--- src/rtl/bcm_pkg.sv ---
package bcm_pkg;

    // Bus cycle phases; order follows the cycle sequence.
    typedef enum logic [2:0] {
        PH_IDLE = 3'd0,
        PH_ADDR = 3'd1,
        PH_CMD  = 3'd2,
        PH_WAIT = 3'd3,
        PH_XFER = 3'd4,
        PH_END  = 3'd5
    } phase_e;

    function automatic logic in_strobe_window(input phase_e ph);
        return (ph == PH_CMD) || (ph == PH_WAIT) || (ph == PH_XFER);
    endfunction

    function automatic logic in_wdata_window(input phase_e ph);
        return (ph == PH_CMD) || (ph == PH_WAIT) || (ph == PH_XFER) || (ph == PH_END);
    endfunction

endpackage

--- src/rtl/bcm_sequencer.sv ---
module bcm_sequencer
    import bcm_pkg::*;
#(
    parameter int MAX_WAIT = 6
) (
    input  logic   clk,
    input  logic   rst,
    input  logic   start_i,
    input  logic   ready_i,
    output phase_e phase_o,
    output logic   tmo_o
);

    localparam int WCNT_W = (MAX_WAIT < 1) ? 1 : $clog2(MAX_WAIT + 1);
    localparam logic [WCNT_W-1:0] WLIM = WCNT_W'(MAX_WAIT);
    localparam bit NO_WAIT = (MAX_WAIT == 0);

    typedef struct packed {
        phase_e            phase;
        logic [WCNT_W-1:0] wcnt;
        logic              tmo;
    } seq_t;

    seq_t seq_d, seq_q;

    always_comb begin
        seq_d = seq_q;
        case (seq_q.phase)
            PH_IDLE: begin
                if (start_i) begin
                    seq_d.phase = PH_ADDR;
                    seq_d.wcnt  = '0;
                    seq_d.tmo   = 1'b0;
                end
            end
            PH_ADDR: seq_d.phase = PH_CMD;
            PH_CMD: begin
                if (ready_i) begin
                    seq_d.phase = PH_XFER;
                end else if (NO_WAIT) begin
                    seq_d.phase = PH_XFER;
                    seq_d.tmo   = 1'b1;
                end else begin
                    seq_d.phase = PH_WAIT;
                    seq_d.wcnt  = WCNT_W'(1);
                end
            end
            PH_WAIT: begin
                if (ready_i) begin
                    seq_d.phase = PH_XFER;
                end else if (seq_q.wcnt == WLIM) begin
                    seq_d.phase = PH_XFER;
                    seq_d.tmo   = 1'b1;
                end else begin
                    seq_d.wcnt = seq_q.wcnt + WCNT_W'(1);
                end
            end
            PH_XFER: seq_d.phase = PH_END;
            PH_END:  seq_d.phase = PH_IDLE;
            default: seq_d.phase = PH_IDLE;
        endcase
    end

    always_ff @(posedge clk) begin
        if (rst) begin
            seq_q <= '{phase: PH_IDLE, wcnt: '0, tmo: 1'b0};
        end else begin
            seq_q <= seq_d;
        end
    end

    assign phase_o = seq_q.phase;
    assign tmo_o   = seq_q.tmo;

    assert_wait_bound_R7: assert property (@(posedge clk) disable iff (rst)
        seq_q.wcnt <= WLIM);

    assert_addr_then_cmd_R2: assert property (@(posedge clk) disable iff (rst)
        seq_q.phase == PH_ADDR |=> seq_q.phase == PH_CMD);

    assert_xfer_then_end_R2: assert property (@(posedge clk) disable iff (rst)
        seq_q.phase == PH_XFER |=> seq_q.phase == PH_END);

    assert_end_then_idle_R2: assert property (@(posedge clk) disable iff (rst)
        seq_q.phase == PH_END |=> seq_q.phase == PH_IDLE);

    assert_wait_release_R6: assert property (@(posedge clk) disable iff (rst)
        (seq_q.phase == PH_WAIT && ready_i) |=> (seq_q.phase == PH_XFER && !seq_q.tmo));

    assert_limit_forces_xfer_R7: assert property (@(posedge clk) disable iff (rst)
        (seq_q.phase == PH_WAIT && !ready_i && seq_q.wcnt == WLIM) |=> (seq_q.phase == PH_XFER && seq_q.tmo));

endmodule

--- src/rtl/bcm_datapath.sv ---
module bcm_datapath #(
    parameter int MEM_AW = 20,
    parameter int IO_AW  = 16,
    parameter int DW     = 8
) (
    input  logic              clk,
    input  logic              rst,
    input  logic              start_i,
    input  logic              req_mem_i,
    input  logic              req_write_i,
    input  logic [MEM_AW-1:0] req_addr_i,
    input  logic [DW-1:0]     req_wdata_i,
    input  logic              capture_i,
    input  logic [DW-1:0]     bus_data_i,
    output logic              is_mem_o,
    output logic              is_write_o,
    output logic [MEM_AW-1:0] addr_o,
    output logic [DW-1:0]     wdata_o,
    output logic [DW-1:0]     rdata_o
);

    localparam logic [MEM_AW-1:0] IO_MASK = MEM_AW'({IO_AW{1'b1}});

    typedef struct packed {
        logic              is_mem;
        logic              is_write;
        logic [MEM_AW-1:0] addr;
        logic [DW-1:0]     wdata;
        logic [DW-1:0]     rdata;
    } dp_t;

    dp_t dp_d, dp_q;

    always_comb begin
        dp_d = dp_q;
        if (start_i) begin
            dp_d.is_mem   = req_mem_i;
            dp_d.is_write = req_write_i;
            dp_d.addr     = req_mem_i ? req_addr_i : (req_addr_i & IO_MASK);
            dp_d.wdata    = req_wdata_i;
        end
        if (capture_i) begin
            dp_d.rdata = bus_data_i;
        end
    end

    always_ff @(posedge clk) begin
        if (rst) begin
            dp_q <= '0;
        end else begin
            dp_q <= dp_d;
        end
    end

    assign is_mem_o   = dp_q.is_mem;
    assign is_write_o = dp_q.is_write;
    assign addr_o     = dp_q.addr;
    assign wdata_o    = dp_q.wdata;
    assign rdata_o    = dp_q.rdata;

    assert_rdata_hold_R8: assert property (@(posedge clk) disable iff (rst)
        !capture_i |=> $stable(dp_q.rdata));

endmodule

--- src/rtl/bcm_strobe_dec.sv ---
module bcm_strobe_dec
    import bcm_pkg::*;
(
    input  phase_e phase_i,
    input  logic   is_mem_i,
    input  logic   is_write_i,
    output logic   adv_o,
    output logic   mrd_n_o,
    output logic   mwr_n_o,
    output logic   iord_n_o,
    output logic   iowr_n_o,
    output logic   data_oe_o,
    output logic   busy_o,
    output logic   done_o
);

    logic win;

    always_comb begin
        win       = in_strobe_window(phase_i);
        adv_o     = (phase_i == PH_ADDR);
        busy_o    = (phase_i != PH_IDLE);
        done_o    = (phase_i == PH_END);
        mrd_n_o   = !(win &&  is_mem_i && !is_write_i);
        mwr_n_o   = !(win &&  is_mem_i &&  is_write_i);
        iord_n_o  = !(win && !is_mem_i && !is_write_i);
        iowr_n_o  = !(win && !is_mem_i &&  is_write_i);
        data_oe_o = is_write_i && in_wdata_window(phase_i);
    end

endmodule

--- src/rtl/bus_cycle_master.sv ---
module bus_cycle_master
    import bcm_pkg::*;
#(
    parameter int MEM_AW   = 20,
    parameter int IO_AW    = 16,
    parameter int DW       = 8,
    parameter int MAX_WAIT = 6
) (
    input  logic              clk,
    input  logic              rst,
    input  logic              req_valid_i,
    input  logic              req_mem_i,
    input  logic              req_write_i,
    input  logic [MEM_AW-1:0] req_addr_i,
    input  logic [DW-1:0]     req_wdata_i,
    output logic              busy_o,
    output logic              done_o,
    output logic [DW-1:0]     rdata_o,
    output logic              timeout_o,
    output logic [MEM_AW-1:0] bus_addr_o,
    output logic              bus_adv_o,
    output logic              bus_mrd_n_o,
    output logic              bus_mwr_n_o,
    output logic              bus_iord_n_o,
    output logic              bus_iowr_n_o,
    output logic [DW-1:0]     bus_data_o,
    output logic              bus_data_oe_o,
    input  logic [DW-1:0]     bus_data_i,
    input  logic              bus_ready_i
);

    phase_e            phase;
    logic              start;
    logic              capture;
    logic              is_mem;
    logic              is_write;
    logic [MEM_AW-1:0] addr;
    logic [DW-1:0]     wdata;

    assign start   = req_valid_i && (phase == PH_IDLE);
    assign capture = (phase == PH_XFER) && !is_write;

    bcm_sequencer #(.MAX_WAIT(MAX_WAIT)) u_seq (
        .clk     (clk),
        .rst     (rst),
        .start_i (start),
        .ready_i (bus_ready_i),
        .phase_o (phase),
        .tmo_o   (timeout_o)
    );

    bcm_datapath #(.MEM_AW(MEM_AW), .IO_AW(IO_AW), .DW(DW)) u_dp (
        .clk         (clk),
        .rst         (rst),
        .start_i     (start),
        .req_mem_i   (req_mem_i),
        .req_write_i (req_write_i),
        .req_addr_i  (req_addr_i),
        .req_wdata_i (req_wdata_i),
        .capture_i   (capture),
        .bus_data_i  (bus_data_i),
        .is_mem_o    (is_mem),
        .is_write_o  (is_write),
        .addr_o      (addr),
        .wdata_o     (wdata),
        .rdata_o     (rdata_o)
    );

    bcm_strobe_dec u_dec (
        .phase_i    (phase),
        .is_mem_i   (is_mem),
        .is_write_i (is_write),
        .adv_o      (bus_adv_o),
        .mrd_n_o    (bus_mrd_n_o),
        .mwr_n_o    (bus_mwr_n_o),
        .iord_n_o   (bus_iord_n_o),
        .iowr_n_o   (bus_iowr_n_o),
        .data_oe_o  (bus_data_oe_o),
        .busy_o     (busy_o),
        .done_o     (done_o)
    );

    assign bus_addr_o = busy_o ? addr : '0;
    assign bus_data_o = bus_data_oe_o ? wdata : '0;

    assert_one_strobe_R3: assert property (@(posedge clk) disable iff (rst)
        $onehot0({!bus_mrd_n_o, !bus_mwr_n_o, !bus_iord_n_o, !bus_iowr_n_o}));

    assert_adv_before_strobe_R4: assert property (@(posedge clk) disable iff (rst)
        bus_adv_o |-> (bus_mrd_n_o && bus_mwr_n_o && bus_iord_n_o && bus_iowr_n_o));

    assert_addr_stable_R4: assert property (@(posedge clk) disable iff (rst)
        (busy_o && $past(busy_o)) |-> $stable(bus_addr_o));

    assert_done_releases_R10: assert property (@(posedge clk) disable iff (rst)
        done_o |=> !busy_o);

    assert_strobe_in_window_R3: assert property (@(posedge clk) disable iff (rst)
        (!busy_o || bus_adv_o || done_o) |-> (bus_mrd_n_o && bus_mwr_n_o && bus_iord_n_o && bus_iowr_n_o));

    generate
        if (IO_AW < MEM_AW) begin : g_io_chk
            assert_io_upper_zero_R5: assert property (@(posedge clk) disable iff (rst)
                (busy_o && !is_mem) |-> (bus_addr_o[MEM_AW-1:IO_AW] == '0));
        end
    endgenerate

endmodule

--- config.mk ---
export PLATFORM = sky130hd
export DESIGN_NAME = bus_cycle_master
export DESIGN_NICKNAME = d
export VERILOG_FILES = /design/src/rtl/bcm_pkg.sv /design/src/rtl/bcm_sequencer.sv /design/src/rtl/bcm_datapath.sv /design/src/rtl/bcm_strobe_dec.sv /design/src/rtl/bus_cycle_master.sv
export SDC_FILE = /design/constraint.sdc
export NUM_CORES = 1
export LEC_CHECK = 0
export BUFFER_PORTS_ARGS = -buffer_cell sky130_fd_sc_hd__clkbuf_2
export CAP_MARGIN = 10
export CORE_ASPECT_RATIO = 0.9
export CORE_MARGIN = 1.5
export CORE_UTILIZATION = 40
export DETAILED_ROUTE_END_ITERATION = 10
export PLACE_DENSITY = 0.77
export SYNTH_ARGS = -nofsm -noshare
export SYNTH_HDL_FRONTEND = slang
export SYNTH_SLANG_ARGS = --single-unit
--- constraint.sdc ---
create_clock -name clk -period 3.63 [get_ports clk]
set_input_delay 0.726 -clock clk [delete_from_list [all_inputs] [get_ports clk]]
set_output_delay 0.726 -clock clk [all_outputs]
set_load 0.01 [all_outputs]
==> results of run 1 <==
==> layout by cell type, fill, tap and decap left out, drive strengths merged, types with 4 or more instances in the layout <==
cell and n:
clkbuf 92, nand2 77, dfxtp 45, a21oi 42, nor2b 20, and2 9
nand3 7, nor2 7, nand2b 5, inv 4, nor3 4
==> flip-flops by register name, summed over array words and instances, names as in the netlist <==
| name | cells |
|---|---|
| u_dp.wdata_o | 8 |
| u_dp.is_write_o | 1 |
| u_dp.is_mem_o | 1 |
| u_seq.tmo_o | 1 |
| u_seq.seq_q | 3 |
| u_dp.rdata_o | 8 |
| u_seq.phase_o | 3 |
| u_dp.addr_o | 20 |
==> cell type report <==
type / count / share of cell area
Sequential cell: 45 / 0.355
Clock buffer: 6 / 0.0286
Clock inverter: 2 / 0.00394
Timing Repair Buffer: 88 / 0.175
Multi-Input combinational cell: 194 / 0.400
Tap cell: 65 / 0.0320
Inverter: 4 / 0.00591
==> path summary, 6_finish.rpt <==
path                    startpoint              end  slack (ps)  cells after the start
hold / removal     u_dp.addr_o[18]  u_dp.addr_o[18]         450                      2
setup reg to reg  u_seq.phase_o[1]   u_dp.addr_o[0]        1590                      4
hold reg to reg    u_dp.addr_o[18]  u_dp.addr_o[18]         450                      2
setup / recovery  u_seq.phase_o[1]    bus_data_o[2]         820                      4
==> critical path, stage by stage (launching register included) <==
cell	delay [ps]
dfxtp_1	630
nand2b_1	240
a21boi_1	570
and2_1	230
clkbuf_2	130
==> where the power goes <==
part | switching [W] | leakage (nW) | internal (W)
combinational | 0.000157 | 0.683 | 0.000108
sequential | 0.0000391 | 0.367 | 0.000537
clock | 0.000160 | 0.0450 | 0.000134
==> cells by family (layout without fill, tap and decap cells) <==
| logic type | Yosys count | count (layout) | synth area share |
|---|---|---|---|
| adders and majority gates | 2 | 2 | 0.0125 |
| and+or+nand+nor | 140 | 140 | 0.347 |
| AOI/OAI and AO/OA | 52 | 52 | 0.144 |
| buffers and inverters | 21 | 100 | 0.0451 |
| DFF | 45 | 45 | 0.451 |
==> metrics by stage <==
step | total power [W] | setup WS, ps
6_report | 0.00113 | 820
5_1_grt | 0.00121 | 581
4_1_cts | 0.00115 | 796
3_5_place_dp | 0.000856 | 1140
3_3_place_gp | 0.000852 | 1230
2_1_floorplan | 0.000763 | 1610
==> metal layers <==
metal | global-route usage | vias up | part of all wire
met2 | 0.257 | 63 | 0.44
met4 | 0.0646 | 0 | 0.020
met5 | 0 | - | 0
met3 | 0.0484 | 10 | 0.066
met1 | 0.227 | 825 | 0.47
li1 | - | 1006 | -
==> run summary, run 1 <==
WS Path Type: flip-flop to primary output
Gr usage total: 0.169
Final min period: 2810 ps
Period utilization: 0.774
Leak: 1.10 nW
WHS: 451 ps
PwrDens: 446 nW/um^2
Worst-path clk slew: 80 ps
Global-route wire length before repair: 7460 um
Global route total overflow: 0
Area after DPL: 2460 sq um
Cell Rows: 24
DIE AREA: 5420 sq um
# clock sinks: 45
Gate Count Post-Synth: 260
Max IR drop VDD: 228 uV
Commonest cells post-synth: nand2_1, dfxtp_1, a21oi_1
Root buf cell: clkbuf_8
Run status: finished clean
Detail Placement HPWL: 3100 um
CP Max Fanout: 14
Nets: 382
Seq/Total Area, Yosys: 0.451
Post-CTS Setup Bufs: 0
Port Buffers: 86
Area Growth Syn to Fin: 27.3%
Die Y: 70.0 um
TritonRoute pass-1 iters: 4
Detailed-route DRC error count: 0
Top Ports: 87
GPL Wtd Cong: 0.824
Max Buffers Root-to-Sink: 2
CORE AREA: 4830 sq um
Post-synth top flop: dfxtp_1
Setup_tns: 0 ps
Top-count cell post-synth: nand2_1
EDFF count, synth: 0
Cts repair resizes: 0
Share of cells above drive strength 1: 0.295
Antenna violation net count after detailed routing: 0
Post-route cell area: 2540 sq um
# fillers: 473
CP required: 2900 ps
Avg WL per Cell: 11.1 um
Initial antenna violation count: 0
Initial drt markers: 175
Final Non-Filler Cells: 404
Clk_lat worst skew: 290 ps
Setup violators final: 0
N_diodes: 0
Worst Tran Pin Value: 967 ps
Mapped Area: 2000 sq um
Hold Buf Count CTS: 0
Top cell type's share of synthesized area: 0.451
Critical Path Start Type: flip-flop
Routed vias/inst: 4.71
Max cap viols: 0
Final hold violations: 0
Area contributors post-synth: dfxtp_1, nand2_1, a21oi_1, nor2b_1, and2_1
Clk_skew: 3.89 ps
Total number of vias: 1904
Num CTS Buffers: 5
Vias in the first global route: 1654
Register area: 901 sq um
Tightest Hold Check Type: flip-flop to flip-flop
Area of the multi-input gates: 1020 sq um
Slew HR: 0.356
Crit. End Element: primary output
Asr flop ratio synth: 0
Final Util: 0.526
Initial Utilization: 0.413
Post-synth top area cell: dfxtp_1
CTS tree: yes
Die Wd: 77.5 um
Detailed Route WL: 4490 um
Mean Syn Cell Area: 7.68 sq um
Largest net degree at the start of global routing: 47
Crit path DAT: 2080 ps
Peak Freq: 0.356 GHz
Syn nets: 304
H-tree depth: 2
Distinct cells, synth: 34
RSZ-0062 raised after global routing: no
Yosys warns: 0
Flop and latch count out of synthesis: 45
Max Slew Vio Count: 0
Placed Cells: 396
No activity file was read; power rests on OpenSTA's default activity.
==> run 2: changes to the inputs <==
--- a/config.mk
+++ b/config.mk
@@ -11,7 +11,7 @@
 export CORE_MARGIN = 1.5
 export CORE_UTILIZATION = 40
 export DETAILED_ROUTE_END_ITERATION = 10
-export PLACE_DENSITY = 0.77
+export PLACE_DENSITY = 0.8
 export SYNTH_ARGS = -nofsm -noshare
 export SYNTH_HDL_FRONTEND = slang
 export SYNTH_SLANG_ARGS = --single-unit
==> constraint.sdc (replaced) <==
create_clock -name clk -period 2.3 [get_ports clk]
set_input_delay 0.46 -clock clk [delete_from_list [all_inputs] [get_ports clk]]
set_output_delay 0.46 -clock clk [all_outputs]
set_load 0.01 [all_outputs]
==> run 2 against run 1 <==
First-iteration DRC count shrank 33%. Utilization up 1.7 points. Routed wire length is 5.4% higher. Clock power increased by 110%. Largest power group unchanged. Die area unchanged. Highest routed layer unchanged. Largest cell class unchanged.
==> run summary, run 2 (synthesized netlist as in run 1, its figures left out) <==
Vias in the first global route: 1827
Critical path's largest stage delay: 440 ps
Crit. End Element: primary output
Max reg flops: 20
Max IR drop VDD: 386 uV
Tightest Hold Check Type: input port to flip-flop
Placed Cells: 402
Fin worst setup slack: 131 ps
Setup violators final: 0
Routed vias/inst: 4.73
Root buf cell: clkbuf_8
CORE AREA: 4830 sq um
Largest net degree at the start of global routing: 31
Run status: finished clean
CP Max Fanout: 4
Crit path DAT: 1710 ps
Clk_lat worst skew: 290 ps
Peak Freq: 0.461 GHz
Antenna violation net count after detailed routing: 0
Detailed-route DRC error count: 0
Master of the slowest instance on the critical path: or3b_1
# clock sinks: 45
GPL Wtd Cong: 0.836
Final hold violations: 0
PwrDens: 749 nW/um^2
Register area: 901 sq um
CTS tree: yes
Num CTS Buffers: 5
Setup_tns: 0 ps
Commonest non-fill, non-tap cell in the layout: clkbuf_2
Post-CTS Setup Bufs: 0
Slew HR: 0.612
Die Wd: 77.5 um
Cell Rows: 24
Global-route wire length before repair: 7890 um
H-tree depth: 2
Detail Placement HPWL: 3340 um
N_diodes: 0
TritonRoute pass-1 iters: 4
RR Startpoint: u_seq.seq_q[1]
Max Buffers Root-to-Sink: 2
Critical Path Start Type: flip-flop
Final min period: 2170 ps
Initial antenna violation count: 0
Leak: 1.14 nW
Most frequent cells in the layout: clkbuf_2, nand2_1, dfxtp_1, a21oi_1, nor2b_1
Crit path from: u_seq.phase_o[0]
Cts repair resizes: 0
RSZ-0062 raised after global routing: no
Hold Buf Count CTS: 0
Global route total overflow: 0
Max Slew Vio Count: 0
Total chip power: 0.00196 W
WHS: 381 ps
Port Buffers: 86
Avg WL per Cell: 11.5 um
Initial drt markers: 118
Detailed Route WL: 4730 um
CP cell instances: or3b_1 > and2_1 > or3_1 > clkbuf_2
DIE AREA: 5420 sq um
Gr usage total: 0.177
DP Worst Slack: 439 ps
Worst hold start: req_addr_i[5]
Share of cells above drive strength 1: 0.310
WS Path Type: flip-flop to primary output
Period utilization: 0.943
Area of the multi-input gates: 1020 sq um
Worst Tran Pin Value: 583 ps
Area Growth Syn to Fin: 31.5%
Clk_skew: 4.52 ps
Total number of vias: 1939
# fillers: 480
Nets: 388
Die Y: 70.0 um
Initial Utilization: 0.413
Worst-path clk slew: 80 ps
CP required: 1840 ps
Final Non-Filler Cells: 410
Max cap viols: 0
Top Ports: 87
==> run 2: final timing paths <==
check                         to  slack (ps)  cells after the start
setup / recovery    bus_iord_n_o         130                      4
hold / removal    u_dp.addr_o[5]         380                      3
setup reg to reg  u_seq.seq_q[2]         650                      6
hold reg to reg   u_dp.addr_o[4]         450                      2
==> run 2: per-layer routing <==
metal | routed length (um) | vias to the layer above | global-route usage
li1 | - | 1015 | -
met1 | 2250 | 857 | 0.234
met2 | 2180 | 58 | 0.293
met3 | 220 | 9 | 0.0327
met4 | 75 | 0 | 0.0566
met5 | 0 | - | 0
==> run 2: worst max-delay path: cells and delay by family, from the launching register on <==
kind,cells,cell delay (ps)
and+or+nand+nor,3,970
DFF,1,320
buffers and inverters,1,130
==> run 2: per-stage QoR <==
stage | area, sq um | utilization
after floorplan | 2000 | -
after global placement | 2500 | 0.518
after detailed placement | 2500 | 0.518
after CTS | 2620 | 0.543
after global routing | 2620 | 0.543
final | 2620 | 0.543
==> run 2: layout make-up <==
| cell class | instances | share of cell area |
|---|---|---|
| multi-input combinational | 194 | 0.387 |
| sequential | 45 | 0.343 |
| timing repair buffer | 94 | 0.187 |
| clock buffer | 6 | 0.0315 |
| tap | 65 | 0.0310 |
| clock inverter | 2 | 0.0143 |
| inverter | 4 | 0.00572 |
==> run 2: report_power, final <==
| group | switching (W) | internal (W) | leakage, nW |
|---|---|---|---|
| registers | 0.0000355 | 0.000847 | 0.367 |
| clock network | 0.000258 | 0.000353 | 0.0574 |
| logic | 0.000285 | 0.000185 | 0.714 |
==> run 3: changes to the inputs <==
--- a/config.mk
+++ b/config.mk
@@ -9,9 +9,9 @@
 export CAP_MARGIN = 10
 export CORE_ASPECT_RATIO = 0.9
 export CORE_MARGIN = 1.5
-export CORE_UTILIZATION = 40
+export CORE_UTILIZATION = 42
 export DETAILED_ROUTE_END_ITERATION = 10
-export PLACE_DENSITY = 0.8
+export PLACE_DENSITY = 0.83
 export SYNTH_ARGS = -nofsm -noshare
 export SYNTH_HDL_FRONTEND = slang
 export SYNTH_SLANG_ARGS = --single-unit
==> run 3 against run 2 <==
Sequential cell count did not move. Die area is 4.6% lower. Clock power down 11%. First-iteration DRC count is 18% higher. Routed wire length fell by 2.7%. Combinational power about the same. Total power decreased by 3.6%. Final area shrank 0.72%. Clock-buffer cell count rose by 1. Worst hold slack about the same. Fmax grew 1.4%. Critical path depth did not move. Highest routed layer unchanged.
==> run summary, run 3 (synthesized netlist as in run 1, its figures left out) <==
WHS: 381 ps
RR Startpoint: u_seq.phase_o[1]
DR WL met2: 2040 um
Most frequent cells in the layout: clkbuf_2, nand2_1, dfxtp_1, a21oi_1, nor2b_1
Max IR drop VDD: 329 uV
Max Slew Vio Count: 0
Total number of vias: 1938
Final hold violations: 0
DIE AREA: 5170 sq um
Area Growth Syn to Fin: 30.5%
CP Max Fanout: 4
Detailed-route DRC error count: 0
Detailed Route WL: 4600 um
Clk_lat worst skew: 290 ps
Max cap viols: 0
Hold Path Depth: 3
Crit. End Element: primary output
Worst R2R Path Depth: 6
# clock sinks: 45
Largest net degree at the start of global routing: 34
Detail Placement HPWL: 3280 um
Die Wd: 75.7 um
Master of the slowest instance on the critical path: or3b_1
Tightest Hold Check Type: input port to flip-flop
Crit path DAT: 1680 ps
CORE AREA: 4520 sq um
Antenna violation net count after detailed routing: 0
Initial antenna violation count: 0
Final min period: 2140 ps
Cell Rows: 23
# fillers: 430
Global-route wire length before repair: 7100 um
PwrDens: 727 nW/um^2
Avg WL per Cell: 11.3 um
Commonest non-fill, non-tap cell in the layout: clkbuf_2
Post-CTS Setup Bufs: 0
R2r endpoint: u_dp.addr_o[9]
Root buf cell: clkbuf_8
Initial Utilization: 0.442
N_diodes: 0
Total chip power: 0.00189 W
GPL Wtd Cong: 0.891
Highest Signal Layer: met4
Nets: 388
Period utilization: 0.930
Setup violators final: 0
Leak: 1.14 nW
Hold Buf Count CTS: 0
Initial drt markers: 139
Share of cells above drive strength 1: 0.310
Hold EP: u_dp.addr_o[10]
Final Util: 0.577
WS Path Type: flip-flop to primary output
CP required: 1840 ps
Peak Freq: 0.467 GHz
Num CTS Buffers: 5
Critical Path Start Type: flip-flop
CTS tree: yes
RSZ-0062 raised after global routing: no
Cts repair resizes: 0
Routed wl met3: 243 um
Met1 WL: 2270 um
Global route total overflow: 0
Die Y: 68.4 um
Run status: finished clean
Max Buffers Root-to-Sink: 2
Top Ports: 87
Clk_skew: 5.42 ps
Gr usage total: 0.180
CP cell instances: or3b_1 > and2_1 > or3_1 > clkbuf_2
Critical path's largest stage delay: 430 ps
Routed vias/inst: 4.76
Port Buffers: 86
Worst-path clk slew: 90 ps
Setup slack, reg-to-reg: 670 ps
Slew HR: 0.541
Max reg flops: 20
Setup_tns: 0 ps
Vias in the first global route: 1582
Worst Tran Pin Value: 688 ps
H-tree depth: 2
TritonRoute pass-1 iters: 4
Worst hold start: req_addr_i[10]
run 3: cell count changes in the layout (fill, tap and decap cells not counted):
cell | previous run | this run
clkinvlp_4 | 1 | 0
clkbuf_8 | 6 | 7
bufinv_16 | 1 | 0
inv_6 | 0 | 1
run 3: worst max-delay path: cells and delay by family, from the launching register on:
kind	cells	cell delay [ps]
flip-flops	1	310
AND/OR/NAND/NOR	3	950
buffers and inverters	1	130
run 3: report_power, final:
group / total, W / internal (W) / leakage, nW / switching (W)
registers: 0.000881 / 0.000847 / 0.367 / 0.0000337
clock network: 0.000543 / 0.000278 / 0.0549 / 0.000265
logic: 0.000470 / 0.000185 / 0.714 / 0.000285
total: 0.00189 / 0.00131 / 1.14 / 0.000584
run 3: layer usage:
metal,vias up,track usage
met5,-,0
li1,1022,-
met4,0,0.0603
met2,62,0.288
met3,4,0.0412
met1,850,0.240
run 3: how the worst max path moves through the flow:
stage / to / startpoint
floorplan: bus_iord_n_o / u_seq.phase_o[0]
global placement: bus_iord_n_o / u_seq.phase_o[0]
detailed placement: bus_iord_n_o / u_seq.phase_o[0]
CTS: bus_iord_n_o / u_seq.phase_o[0]
global route: bus_iord_n_o / u_seq.phase_o[0]
finish: bus_iord_n_o / u_seq.phase_o[0]
run 3: area by class of cell:
cell class	instances	area [sq um]	area share
tap	62	77.6	0.0298
clock inverter	1	8.76	0.00336
multi-input combinational	194	1020	0.390
sequential	45	901	0.346
clock buffer	7	96.3	0.0370
timing repair buffer	94	490	0.188
inverter	4	15.0	0.00576
run 3: per-stage QoR:
stage	instance area, sq um	setup slack, ps	instances
final	2610	160	407
after floorplan	2000	544	260
after detailed placement	2500	480	399
after global placement	2500	503	399
after CTS	2610	154	407
after global routing	2610	96.2	407
